## config.mk

```make
export PLATFORM = sky130hd
export DESIGN_NAME = twc_cfg_slave
export DESIGN_NICKNAME = d
export VERILOG_FILES = /design/src/rtl/twc_pkg.sv /design/src/rtl/twc_line_sync.sv /design/src/rtl/twc_reg_bank.sv /design/src/rtl/twc_cfg_slave.sv
export SDC_FILE = /design/constraint.sdc
export NUM_CORES = 1
export LEC_CHECK = 0
export ABC_AREA = 1
export BUFFER_PORTS_ARGS = -buffer_cell sky130_fd_sc_hd__buf_2
export CELL_PAD_IN_SITES_DETAIL_PLACEMENT = 1
export CELL_PAD_IN_SITES_GLOBAL_PLACEMENT = 1
export CORE_MARGIN = 4
export CORE_UTILIZATION = 45
export CTS_CLUSTER_SIZE = 30
export DETAILED_ROUTE_END_ITERATION = 16
export GPL_TIMING_DRIVEN = 0
export PLACE_DENSITY = 0.77
export SYNTH_ARGS = -nofsm -noshare
export SYNTH_HDL_FRONTEND = slang
export SYNTH_HIERARCHICAL = 1
export SYNTH_SLANG_ARGS = --single-unit
```

## constraint.sdc

```tcl
create_clock -name clk -period 2.35 [get_ports clk]
set_input_delay 0.235 -clock clk [delete_from_list [all_inputs] [get_ports clk]]
set_output_delay 0.235 -clock clk [all_outputs]
set_load 0.01 [all_outputs]
```

## src/rtl/twc_pkg.sv

```systemverilog
package twc_pkg;
    localparam int unsigned TWC_NREG  = 3;
    localparam int unsigned TWC_IDX_W = $clog2(TWC_NREG + 1);

    typedef enum logic [2:0] {
        ST_IDLE,
        ST_RX_BYTE,
        ST_ACK_OUT,
        ST_TX_BYTE,
        ST_ACK_IN
    } twc_state_e;

    typedef enum logic [1:0] {
        PH_ADDR,
        PH_CMD,
        PH_COUNT,
        PH_DATA
    } twc_phase_e;

    // Writable-bit masks and power-up values per register byte.
    function automatic logic [7:0] reg_mask(int unsigned idx);
        case (idx)
            0:       return 8'hF0;
            1:       return 8'h76;
            default: return 8'hFF;
        endcase
    endfunction

    function automatic logic [7:0] reg_rst(int unsigned idx);
        case (idx)
            0:       return 8'h10;
            1:       return 8'h87;
            default: return 8'h00;
        endcase
    endfunction
endpackage

```

## src/rtl/twc_line_sync.sv

```systemverilog
module twc_line_sync #(
    parameter int unsigned STAGES = 2
) (
    input  logic clk,
    input  logic rst_n,
    input  logic scl_i,
    input  logic sda_i,
    output logic scl_s,
    output logic sda_s,
    output logic scl_rise,
    output logic scl_fall,
    output logic start_det,
    output logic stop_det
);
    logic [STAGES:0] scl_chain;
    logic [STAGES:0] sda_chain;
    logic            scl_d;
    logic            sda_d;

    assign scl_chain[0] = scl_i;
    assign sda_chain[0] = sda_i;

    for (genvar g = 0; g < STAGES; g++) begin : g_stage
        always_ff @(posedge clk or negedge rst_n) begin
            if (!rst_n) begin
                scl_chain[g+1] <= 1'b1;
                sda_chain[g+1] <= 1'b1;
            end else begin
                scl_chain[g+1] <= scl_chain[g];
                sda_chain[g+1] <= sda_chain[g];
            end
        end
    end

    assign scl_s = scl_chain[STAGES];
    assign sda_s = sda_chain[STAGES];

    always_ff @(posedge clk or negedge rst_n) begin
        if (!rst_n) begin
            scl_d <= 1'b1;
            sda_d <= 1'b1;
        end else begin
            scl_d <= scl_s;
            sda_d <= sda_s;
        end
    end

    assign scl_rise  = scl_s & ~scl_d;
    assign scl_fall  = ~scl_s & scl_d;
    assign start_det = scl_s & scl_d & sda_d & ~sda_s;
    assign stop_det  = scl_s & scl_d & ~sda_d & sda_s;
endmodule

```

## src/rtl/twc_reg_bank.sv

```systemverilog
module twc_reg_bank
    import twc_pkg::*;
(
    input  logic                 clk,
    input  logic                 rst_n,
    input  logic                 wr_en,
    input  logic [TWC_IDX_W-1:0] wr_idx,
    input  logic [7:0]           wr_data,
    input  logic [TWC_IDX_W-1:0] rd_idx,
    output logic [7:0]           rd_data,
    input  logic                 sel_hi,
    input  logic                 sel_lo,
    input  logic                 halt_pin_n,
    output logic                 spread_en,
    output logic                 pd_tristate,
    output logic                 alt_freq,
    output logic                 halt_eff_n,
    output logic                 stop_tristate,
    output logic                 out2_free,
    output logic                 out1_free,
    output logic                 out2_en,
    output logic                 out1_en,
    output logic [7:0]           aux_cfg
);
    logic [7:0] regs [TWC_NREG];

    for (genvar g = 0; g < TWC_NREG; g++) begin : g_reg
        always_ff @(posedge clk or negedge rst_n) begin
            if (!rst_n) begin
                regs[g] <= reg_rst(g);
            end else if (wr_en && wr_idx == TWC_IDX_W'(g)) begin
                regs[g] <= (wr_data & reg_mask(g)) | (regs[g] & ~reg_mask(g));
            end
        end
    end

    assign halt_eff_n    = regs[0][4] & halt_pin_n;
    assign spread_en     = regs[0][7];
    assign pd_tristate   = regs[0][6];
    assign alt_freq      = regs[0][5];
    assign stop_tristate = regs[1][6];
    assign out2_free     = regs[1][5];
    assign out1_free     = regs[1][4];
    assign out2_en       = regs[1][2];
    assign out1_en       = regs[1][1];
    assign aux_cfg       = regs[2];

    always_comb begin
        case (rd_idx)
            TWC_IDX_W'(0): rd_data = (regs[0] & 8'hE3) | {3'b000, halt_eff_n, sel_hi, sel_lo, 2'b00};
            TWC_IDX_W'(1): rd_data = regs[1];
            TWC_IDX_W'(2): rd_data = regs[2];
            default:       rd_data = 8'hFF;
        endcase
    end


    hold_regs_chk: assert property (@(posedge clk) disable iff (!rst_n)
        !wr_en |=> ($stable(regs[0]) && $stable(regs[1]) && $stable(regs[2])));


    halt_pin_chk: assert property (@(posedge clk) disable iff (!rst_n)
        !halt_pin_n |-> !halt_eff_n);
endmodule

```

## src/rtl/twc_cfg_slave.sv

```systemverilog
module twc_cfg_slave
    import twc_pkg::*;
#(
    parameter logic [7:0]  WR_ADDR     = 8'hD2,
    parameter int unsigned SYNC_STAGES = 2
) (
    input  logic       clk,
    input  logic       rst_n,
    input  logic       scl_i,
    input  logic       sda_i,
    output logic       sda_drive_low_o,
    input  logic       sel_hi_i,
    input  logic       sel_lo_i,
    input  logic       halt_pin_n_i,
    output logic       spread_en_o,
    output logic       pd_tristate_o,
    output logic       alt_freq_o,
    output logic       halt_eff_n_o,
    output logic       stop_tristate_o,
    output logic       out2_free_o,
    output logic       out1_free_o,
    output logic       out2_en_o,
    output logic       out1_en_o,
    output logic [7:0] aux_cfg_o
);
    localparam logic [7:0]           RD_ADDR = WR_ADDR | 8'h01;
    localparam logic [TWC_IDX_W-1:0] IDX_END = TWC_IDX_W'(TWC_NREG);

    logic scl_s, sda_s, scl_rise, scl_fall, start_det, stop_det;

    twc_state_e           state;
    twc_phase_e           phase;
    logic [2:0]           bitcnt;
    logic [7:0]           shreg;
    logic [7:0]           txbyte;
    logic                 byte_done;
    logic                 rd_mode;
    logic                 nack_seen;
    logic [TWC_IDX_W-1:0] idx;
    logic                 ack_ok;
    logic                 wr_en;
    logic [7:0]           rd_data;

    twc_line_sync #(.STAGES(SYNC_STAGES)) u_sync (
        .clk(clk), .rst_n(rst_n), .scl_i(scl_i), .sda_i(sda_i),
        .scl_s(scl_s), .sda_s(sda_s), .scl_rise(scl_rise), .scl_fall(scl_fall),
        .start_det(start_det), .stop_det(stop_det)
    );

    twc_reg_bank u_bank (
        .clk(clk), .rst_n(rst_n), .wr_en(wr_en), .wr_idx(idx), .wr_data(shreg),
        .rd_idx(idx), .rd_data(rd_data),
        .sel_hi(sel_hi_i), .sel_lo(sel_lo_i), .halt_pin_n(halt_pin_n_i),
        .spread_en(spread_en_o), .pd_tristate(pd_tristate_o), .alt_freq(alt_freq_o),
        .halt_eff_n(halt_eff_n_o), .stop_tristate(stop_tristate_o),
        .out2_free(out2_free_o), .out1_free(out1_free_o),
        .out2_en(out2_en_o), .out1_en(out1_en_o), .aux_cfg(aux_cfg_o)
    );

    assign ack_ok = (phase != PH_ADDR) || (shreg == WR_ADDR) || (shreg == RD_ADDR);

    // State register and transaction bookkeeping.
    always_ff @(posedge clk or negedge rst_n) begin
        if (!rst_n) begin
            state     <= ST_IDLE;
            phase     <= PH_ADDR;
            bitcnt    <= '0;
            shreg     <= '0;
            txbyte    <= 8'hFF;
            byte_done <= 1'b0;
            rd_mode   <= 1'b0;
            nack_seen <= 1'b0;
            idx       <= '0;
        end else if (start_det) begin
            state     <= ST_RX_BYTE;
            phase     <= PH_ADDR;
            bitcnt    <= '0;
            byte_done <= 1'b0;
            rd_mode   <= 1'b0;
        end else if (stop_det) begin
            state <= ST_IDLE;
        end else begin
            unique case (state)
                ST_IDLE: ;
                ST_RX_BYTE: begin
                    if (scl_rise) begin
                        shreg     <= {shreg[6:0], sda_s};
                        bitcnt    <= bitcnt + 3'd1;
                        byte_done <= (bitcnt == 3'd7);
                    end else if (scl_fall && byte_done) begin
                        byte_done <= 1'b0;
                        state     <= ack_ok ? ST_ACK_OUT : ST_IDLE;
                        unique case (phase)
                            PH_ADDR: begin
                                rd_mode <= shreg[0];
                                phase   <= PH_CMD;
                                idx     <= '0;
                            end
                            PH_CMD:   phase <= PH_COUNT;
                            PH_COUNT: phase <= PH_DATA;
                            PH_DATA:  if (idx != IDX_END) idx <= idx + 1'b1;
                        endcase
                    end
                end
                ST_ACK_OUT: begin
                    if (scl_fall) begin
                        bitcnt <= '0;
                        if (rd_mode) begin
                            state  <= ST_TX_BYTE;
                            txbyte <= rd_data;
                        end else begin
                            state <= ST_RX_BYTE;
                        end
                    end
                end
                ST_TX_BYTE: begin
                    if (scl_fall) begin
                        if (bitcnt == 3'd7) begin
                            state <= ST_ACK_IN;
                            if (idx != IDX_END) idx <= idx + 1'b1;
                        end else begin
                            bitcnt <= bitcnt + 3'd1;
                        end
                    end
                end
                ST_ACK_IN: begin
                    if (scl_rise) begin
                        nack_seen <= sda_s;
                    end else if (scl_fall) begin
                        if (nack_seen) begin
                            state <= ST_IDLE;
                        end else begin
                            state  <= ST_TX_BYTE;
                            bitcnt <= '0;
                            txbyte <= rd_data;
                        end
                    end
                end
            endcase
        end
    end

    // Outputs derived from the state.
    always_comb begin
        wr_en = (state == ST_RX_BYTE) && scl_fall && byte_done && (phase == PH_DATA)
                && (idx != IDX_END) && !start_det && !stop_det;
        sda_drive_low_o = (state == ST_ACK_OUT)
                       || ((state == ST_TX_BYTE) && !txbyte[3'd7 - bitcnt]);
    end


    stop_idle_chk: assert property (@(posedge clk) disable iff (!rst_n)
        (stop_det && !start_det) |=> (state == ST_IDLE));


    drive_stable_chk: assert property (@(posedge clk) disable iff (!rst_n)
        (scl_s && $past(scl_s) && !$past(start_det) && !$past(stop_det))
        |-> $stable(sda_drive_low_o));


    drive_state_chk: assert property (@(posedge clk) disable iff (!rst_n)
        sda_drive_low_o |-> (state == ST_ACK_OUT || state == ST_TX_BYTE));
endmodule

```

Word level (Yosys, flattened, before mapping)
Cells that the tools add are included.
{"block": "word_totals", "regBits": 59, "inputBits": 7, "out_inout_bits": 18, "wordCells": 172}
{"block": "op_classes", "addsub": 3, "order_cmp": 1, "n_eq_ne": 39, "mux": 56, "bitwise_logic": 17, "reduce_logical": 38}
{"cell": "2-to-1 mux 3 bit", "count": 18}
{"cell": "2-to-1 mux 8 bit", "count": 5}
{"cell": "!= test 4 bit (second input constant)", "count": 7}
{"cell": "2-to-1 mux 2 bit", "count": 13}
{"cell": "case mux 3 bit (4 select lines)", "count": 2}
{"cell": "case mux 8 bit (3 select lines)", "count": 1}
{"cell": "AND reduction 8 bit", "count": 3}
{"cell": "!= test 2 bit (second input constant)", "count": 11}
{"cell": "!= test 3 bit (second input constant)", "count": 7}
{"cell": "equality test 8 bit (second input constant)", "count": 2}
{"cell": "case mux 8 bit (2 select lines)", "count": 1}
{"cell": "2-to-1 mux 1 bit", "count": 12}
{"cell": "nonzero test 2 bit", "count": 6}
{"cell": "logical AND 1 bit", "count": 11}
{"cell": "AND reduction 5 bit", "count": 2}
{"cell": "AND reduction 9 bit", "count": 1}
{"cell": "bitwise AND 1 bit", "count": 8}
{"cell": "OR 7 x 8 -> 8 bit", "count": 1}
{"cell": "OR 8 x 4 -> 8 bit", "count": 1}
{"cell": "OR 8 x 5 -> 8 bit", "count": 1}
{"cell": "case mux 2 bit (2 select lines)", "count": 2}
{"cell": "AND reduction 4 bit", "count": 2}
{"cell": "equality test 2 bit (second input constant)", "count": 3}
{"cell": "equality test 3 x 2 -> 1 bit (second input constant)", "count": 2}
{"cell": "other kinds (20)", "count": 32}

Longest topological paths before layout
{"block": "logic_depth", "depth_word": 9, "depth_mapped": 13, "depth_no_buf": 11}

Hierarchy
Netlist, hierarchy kept.
{"mod": "twc_cfg_slave", "instances": 1, "cells_each": 243, "area_per_inst_um2": 1873.0, "seq_area_each_um2": 735.7}
{"mod": "twc_reg_bank", "instances": 1, "cells_each": 119, "area_per_inst_um2": 964.7, "seq_area_each_um2": 429.2}
{"mod": "twc_line_sync", "instances": 1, "cells_each": 17, "area_per_inst_um2": 198.9, "seq_area_each_um2": 157.7}

Least setup slack after synthesis
OpenSTA, ideal clock, no wires.
{"block": "synth_timing", "path_kind": "flip-flop to flip-flop", "startpoint": "register u_sync.sda_chain[2] (netlist: u_sync/sda_s)", "endpoint": "register u_bank.regs (netlist bit u_bank/aux_cfg[6])", "setup_time_ns": 0.117, "t_arrival_ns": 1.892, "required_time_ns": 2.233, "slack_ns": 0.341, "path_stages_with_launch": 14, "n_path_buf": 2, "synth_period_minus_slack_ns": 2.009, "cell_sequence": "dfstp_2 > inv_1 > nand2_1 > nor2_1 > inv_2 > nand2_2 > inv_1 > nand2_1 > a2111oi_1 > buf_6 > nand3_4 > buf_6 > nand2_1 > o21ai_2"}
{"block": "synth_between", "elab_chain_len": 6, "word_cells_on_any_way": 8, "cone_classes": "bitwise: 3; reduce/logical: 5"}
{"element": "start, declared", "line": "twc_line_sync.sv:16", "text": "logic [STAGES:0] sda_chain;"}
{"element": "start signal, assigned by index", "line": "twc_line_sync.sv:30", "text": "sda_chain[g+1] <= sda_chain[g];"}
{"element": "NOT 1 bit", "line": "twc_line_sync.sv:50", "text": "assign start_det = scl_s & scl_d & sda_d & ~sda_s;"}
{"element": "bitwise AND 1 bit", "line": "twc_line_sync.sv:50"}
{"element": "net start_det", "line": "twc_cfg_slave.sv:29", "text": "logic scl_s, sda_s, scl_rise, scl_fall, start_det, stop_det;"}
{"element": "logical NOT 1 bit", "line": "twc_cfg_slave.sv:146", "text": "&& (idx != IDX_END) && !start_det && !stop_det;"}
{"element": "logical AND 1 bit (2 in a row)", "line": "twc_cfg_slave.sv:146"}
{"element": "net wr_en", "line": "twc_cfg_slave.sv:41", "text": "logic wr_en;"}
{"element": "logical AND 1 bit", "line": "twc_reg_bank.sv:31", "text": "end else if (wr_en && wr_idx == TWC_IDX_W'(g)) begin"}
{"element": "end signal, assigned by index", "line": "twc_reg_bank.sv:30", "text": "regs[g] <= reg_rst(g);"}
{"element": "end signal, assigned by index", "line": "twc_reg_bank.sv:32", "text": "regs[g] <= (wr_data & reg_mask(g)) | (regs[g] & ~reg_mask(g));"}
{"element": "end, declared", "line": "twc_reg_bank.sv:25", "text": "logic [7:0] regs [TWC_NREG];"}
The timed path passes the listed nets, and every way through them passes these cells.
A chain may end at the register's enable or synchronous reset.

Final worst setup path
Ends and elaborated chain as after synthesis.

==> results_tabular.tex <==
\begin{tabular}{lr}
\hline
Metric & Value \\
\hline
\multicolumn{2}{l}{\textbf{Clock network}} \\
\quad Max Root-Sink Buffers & 2 \\
\quad Number of CTS-inserted buffers & 5 \\
\quad CTS H-tree depth & 2 \\
\quad Number of clock sinks & 52 \\
\quad Clock Root Buffer & clkbuf\_8 \\
\quad Number of hold buffers added after cts & 0 \\
\quad TritonCTS clock tree & yes \\
\quad Buffers inserted by post-CTS timing repair & 0 \\
\quad Clk pin slew, worst setup/hold paths & $\sim$0.10 ns \\
\quad Clock insertion delay at the later pin of the skew report & 0.32 ns \\
\quad Count of cells resized by post-cts repair & 0 \\
\multicolumn{2}{l}{\textbf{Floorplanning}} \\
\quad Total I/O pin count & 25 \\
\quad Area of the core & between 6000 and 7000 sq um \\
\quad Die area & 8130 sq um \\
\quad Die Height & 90.1 um \\
\quad Floorplan row count & 29 \\
\quad Die extent in x & 90.1 um \\
\quad Effective utilization at floorplan & 47.0\% \\
\multicolumn{2}{l}{\textbf{Logic synthesis}} \\
\quad Fraction of registers with async set or reset after synthesis & 100\% \\
\quad Main synth FF type & dfrtp\_1 \\
\quad Top area cells in the synthesized netlist & dfrtp\_1 29\%, dfstp\_2 15\%, nand2\_1 14\% \\
\quad Post-Syn Area & 3040 sq um \\
\quad Average cell area after synthesis & 8.01 sq um \\
\quad Sequential element share of the synthesized area & 43.6\% \\
\quad Cell accounting for the most synthesized area & dfrtp\_1 \\
\quad Post-synth EDFFs & 0 \\
\quad Count of cell types in the netlist & 29 \\
\quad Number of nets in the synthesized netlist & 392 \\
\quad Cell count after synthesis & 379 \\
\quad Count of state elements after synthesis & 52 \\
\quad Number of warning messages in the yosys log & 6 \\
\quad Share of Yosys cell area claimed by the top area cell type & 28.8\% \\
\multicolumn{2}{l}{\textbf{Global routing}} \\
\quad All-Layer GR Usage & 19.9\% \\
\quad Number of global-route vias before repair & $\sim$2700 \\
\quad Largest net degree at the start of global routing & 53 \\
\quad Antenna violations before repair & 0 \\
\quad Total congestion overflow & 0 \\
\quad First-pass GRT wire length & 13.1 mm \\
\multicolumn{2}{l}{\textbf{Detailed routing}} \\
\quad DRC marker count from the first detailed-route iteration & 91 \\
\quad Routed wire length & 7.53 mm \\
\quad Via-to-Cell Ratio & roughly 5.3 \\
\quad Routed Antenna Nets & 0 \\
\quad Post-detailed-route wirelength per cell & around 15 um \\
\quad Total number of vias & 2595 \\
\quad 1st-pass router iterations & 4 \\
\quad DRC viols & 0 \\
\multicolumn{2}{l}{\textbf{Placement}} \\
\quad Detailed Place HPWL & 5.71 mm \\
\quad GP Congestion & a little under 0.9 \\
\quad Number of buffers added on ports & 24 \\
\quad Pre-CTS setup slack & 0.0411 ns \\
\multicolumn{2}{l}{\textbf{Timing}} \\
\quad Total Neg Setup Slack & 0 ns \\
\quad Slew headroom & 21.7\% \\
\quad Unrepaired setup endpoints after global routing & false \\
\quad Worst Tran Pin Value & 1.17 ns \\
\quad Minimum clock period after layout & 2.15 ns \\
\quad Final Setup Violations & 0 \\
\quad Final worst clock skew & 0.0162 ns \\
\quad Final WS setup & 0.199 ns \\
\quad Share of the clock period used by the worst path & between 90\% and 100\% \\
\quad Number of pins with negative max-slew slack in the final report & 0 \\
\quad Maximum frequency from static timing analysis & about 460 MHz \\
\quad Number of hold violations in the final report & 0 \\
\multicolumn{2}{l}{\textbf{Critical path}} \\
\quad Crit Path Max Fanout & 10 \\
\quad Register-to-register path setup slack & approximately 0.2 ns \\
\quad Worst setup SP type & register \\
\quad Critical path origin & u\_sync/sda\_s\$\_DFF\_PN1\_ \\
\quad Worst Reg-to-Reg Cells & 13 \\
\quad Data arrival time at the worst-slack endpoint & about 2.4 ns \\
\quad Capture point of the worst reg-to-reg path & u\_bank/aux\_cfg[6]\$\_DFFE\_PN0P\_ \\
\quad CP endpoint kind & register \\
\quad Type of the setup path with the least slack & register to register \\
\quad Reg-to-reg startpoint & u\_sync/sda\_s\$\_DFF\_PN1\_ \\
\quad Required time reported for the critical path endpoint & 2.57 ns \\
\multicolumn{2}{l}{\textbf{Final layout}} \\
\quad Most common library cell in the layout ignoring fill and taps & nand2\_1 \\
\quad Number of diodes & 0 \\
\quad Syn-to-layout area delta & 11.7\% \\
\quad Net count of the finished layout & 423 \\
\quad Most frequent cells in the layout & 117 x nand2\_1, 35 x inv\_1, 35 x dfrtp\_1 \\
\quad Fraction of layout cells with a size suffix above 1 & 28.5\% \\
\multicolumn{2}{l}{\textbf{Run}} \\
\quad Max-cap check violation count & 0 \\
\multicolumn{2}{l}{\textbf{Power}} \\
\quad Leakage power & roughly 1.7 nW \\
\quad Peak ir drop on the vdd network & around 0.38 mV \\
\quad P per Cell Area & between 800 and 900 nW/um\^{}2 \\
\multicolumn{2}{l}{\textbf{Min path}} \\
\quad Hold depth & 1 \\
\quad End point of the worst hold path & u\_sync/sda\_chain[1]\$\_DFF\_PN1\_ \\
\quad Startpoint of the tightest hold check path & sda\_i \\
\quad Worst hold path class & input port to register \\
\multicolumn{2}{l}{\textbf{Run status}} \\
\quad Run status & complete, no violations \\
\hline
\end{tabular}
where the power goes:
group	internal [mW]	switching, mW	leakage (nW)	total [mW]
clock network	0.426	0.318	0.0654	0.744
registers	1.02	0.122	0.659	1.14
logic	0.300	0.609	0.938	0.909
total	1.75	1.05	1.66	2.80
worst max path at each step:
stage	to
2_1_floorplan	u_bank/aux_cfg[6]$_DFFE_PN0P_
3_3_place_gp	u_bank/aux_cfg[5]$_DFFE_PN0P_
3_5_place_dp	u_bank/aux_cfg[6]$_DFFE_PN0P_
4_1_cts	u_bank/aux_cfg[5]$_DFFE_PN0P_
5_1_grt	u_bank/aux_cfg[6]$_DFFE_PN0P_
6_report	u_bank/aux_cfg[6]$_DFFE_PN0P_
through the flow:
step | utilization, % | instance area [sq um] | instances | hold WS, ns | total power, mW
after floorplan | - | 3040 | 379 | -0.0606 | 1.83
after global placement | 50.4 | 3250 | 480 | 0.340 | 2.03
after detailed placement | 50.4 | 3250 | 480 | 0.342 | 2.06
after CTS | 52.4 | 3390 | 488 | 0.00615 | 2.82
after global routing | 52.5 | 3390 | 488 | 0.00340 | 3.01
final | 52.5 | 3390 | 488 | 0.0146 | 2.80
sequential cells by signal, summed over array words and instances, names as in the netlist, 2 cells and up:
register        cells
shreg               8
bitcnt              3
phase               2
idx                 2
state               3
txbyte              8
u_bank/aux_cfg      8
kinds of logic after synthesis:
family | synth area share (%)
AOI/OAI and AO/OA | 10.5
adders and majority gates | 2.47
buffers and inverters | 9.81
DFF | 43.6
and+or+nand+nor | 33.6
worst max-delay path, stage by stage, from the launching register on:
cell	delay, ns
dfstp_2	0.56
inv_1	0.04
nand2_1	0.05
nor2_1	0.10
inv_2	0.10
nand2_2	0.09
inv_2	0.12
nand2_1	0.07
a2111oi_2	0.26
buf_6	0.19
nand3_4	0.13
buf_6	0.20
nand2_1	0.07
o21ai_2	0.05
final cells by class:
type,count,area (sq um)
timing repair buffer,24,120
fill,820,3070
multi-input combinational,269,1420
sequential,52,1320
inverter,43,166
clock buffer,6,72.6
clock inverter,2,60.1
buffer,15,131
tap,77,96.3
per-layer routing:
| metal | up-vias | track usage (%) | routed length, um |
|---|---|---|---|
| li1 | 1267 | - | - |
| met1 | 1295 | 26.7 | 3600 |
| met2 | 26 | 33.5 | 3650 |
| met3 | 7 | 3.51 | 197 |
| met4 | 0 | 4.72 | 77 |
| met5 | - | 0 | 0 |
cell usage after synthesis (5+ instances only):
cell type	n
nand2_2	11
nand2_1	117
nor2_4	6
o21ai_0	16
buf_4	10
ha_1	6
buf_6	5
dfstp_2	17
a21oi_1	5
dfrtp_1	35
nand4_1	9
o21ai_1	7
inv_1	36
nand3_1	31
inv_2	6
nor2_1	29
o21ai_2	12
No activity file was read; power rests on OpenSTA's default activity.
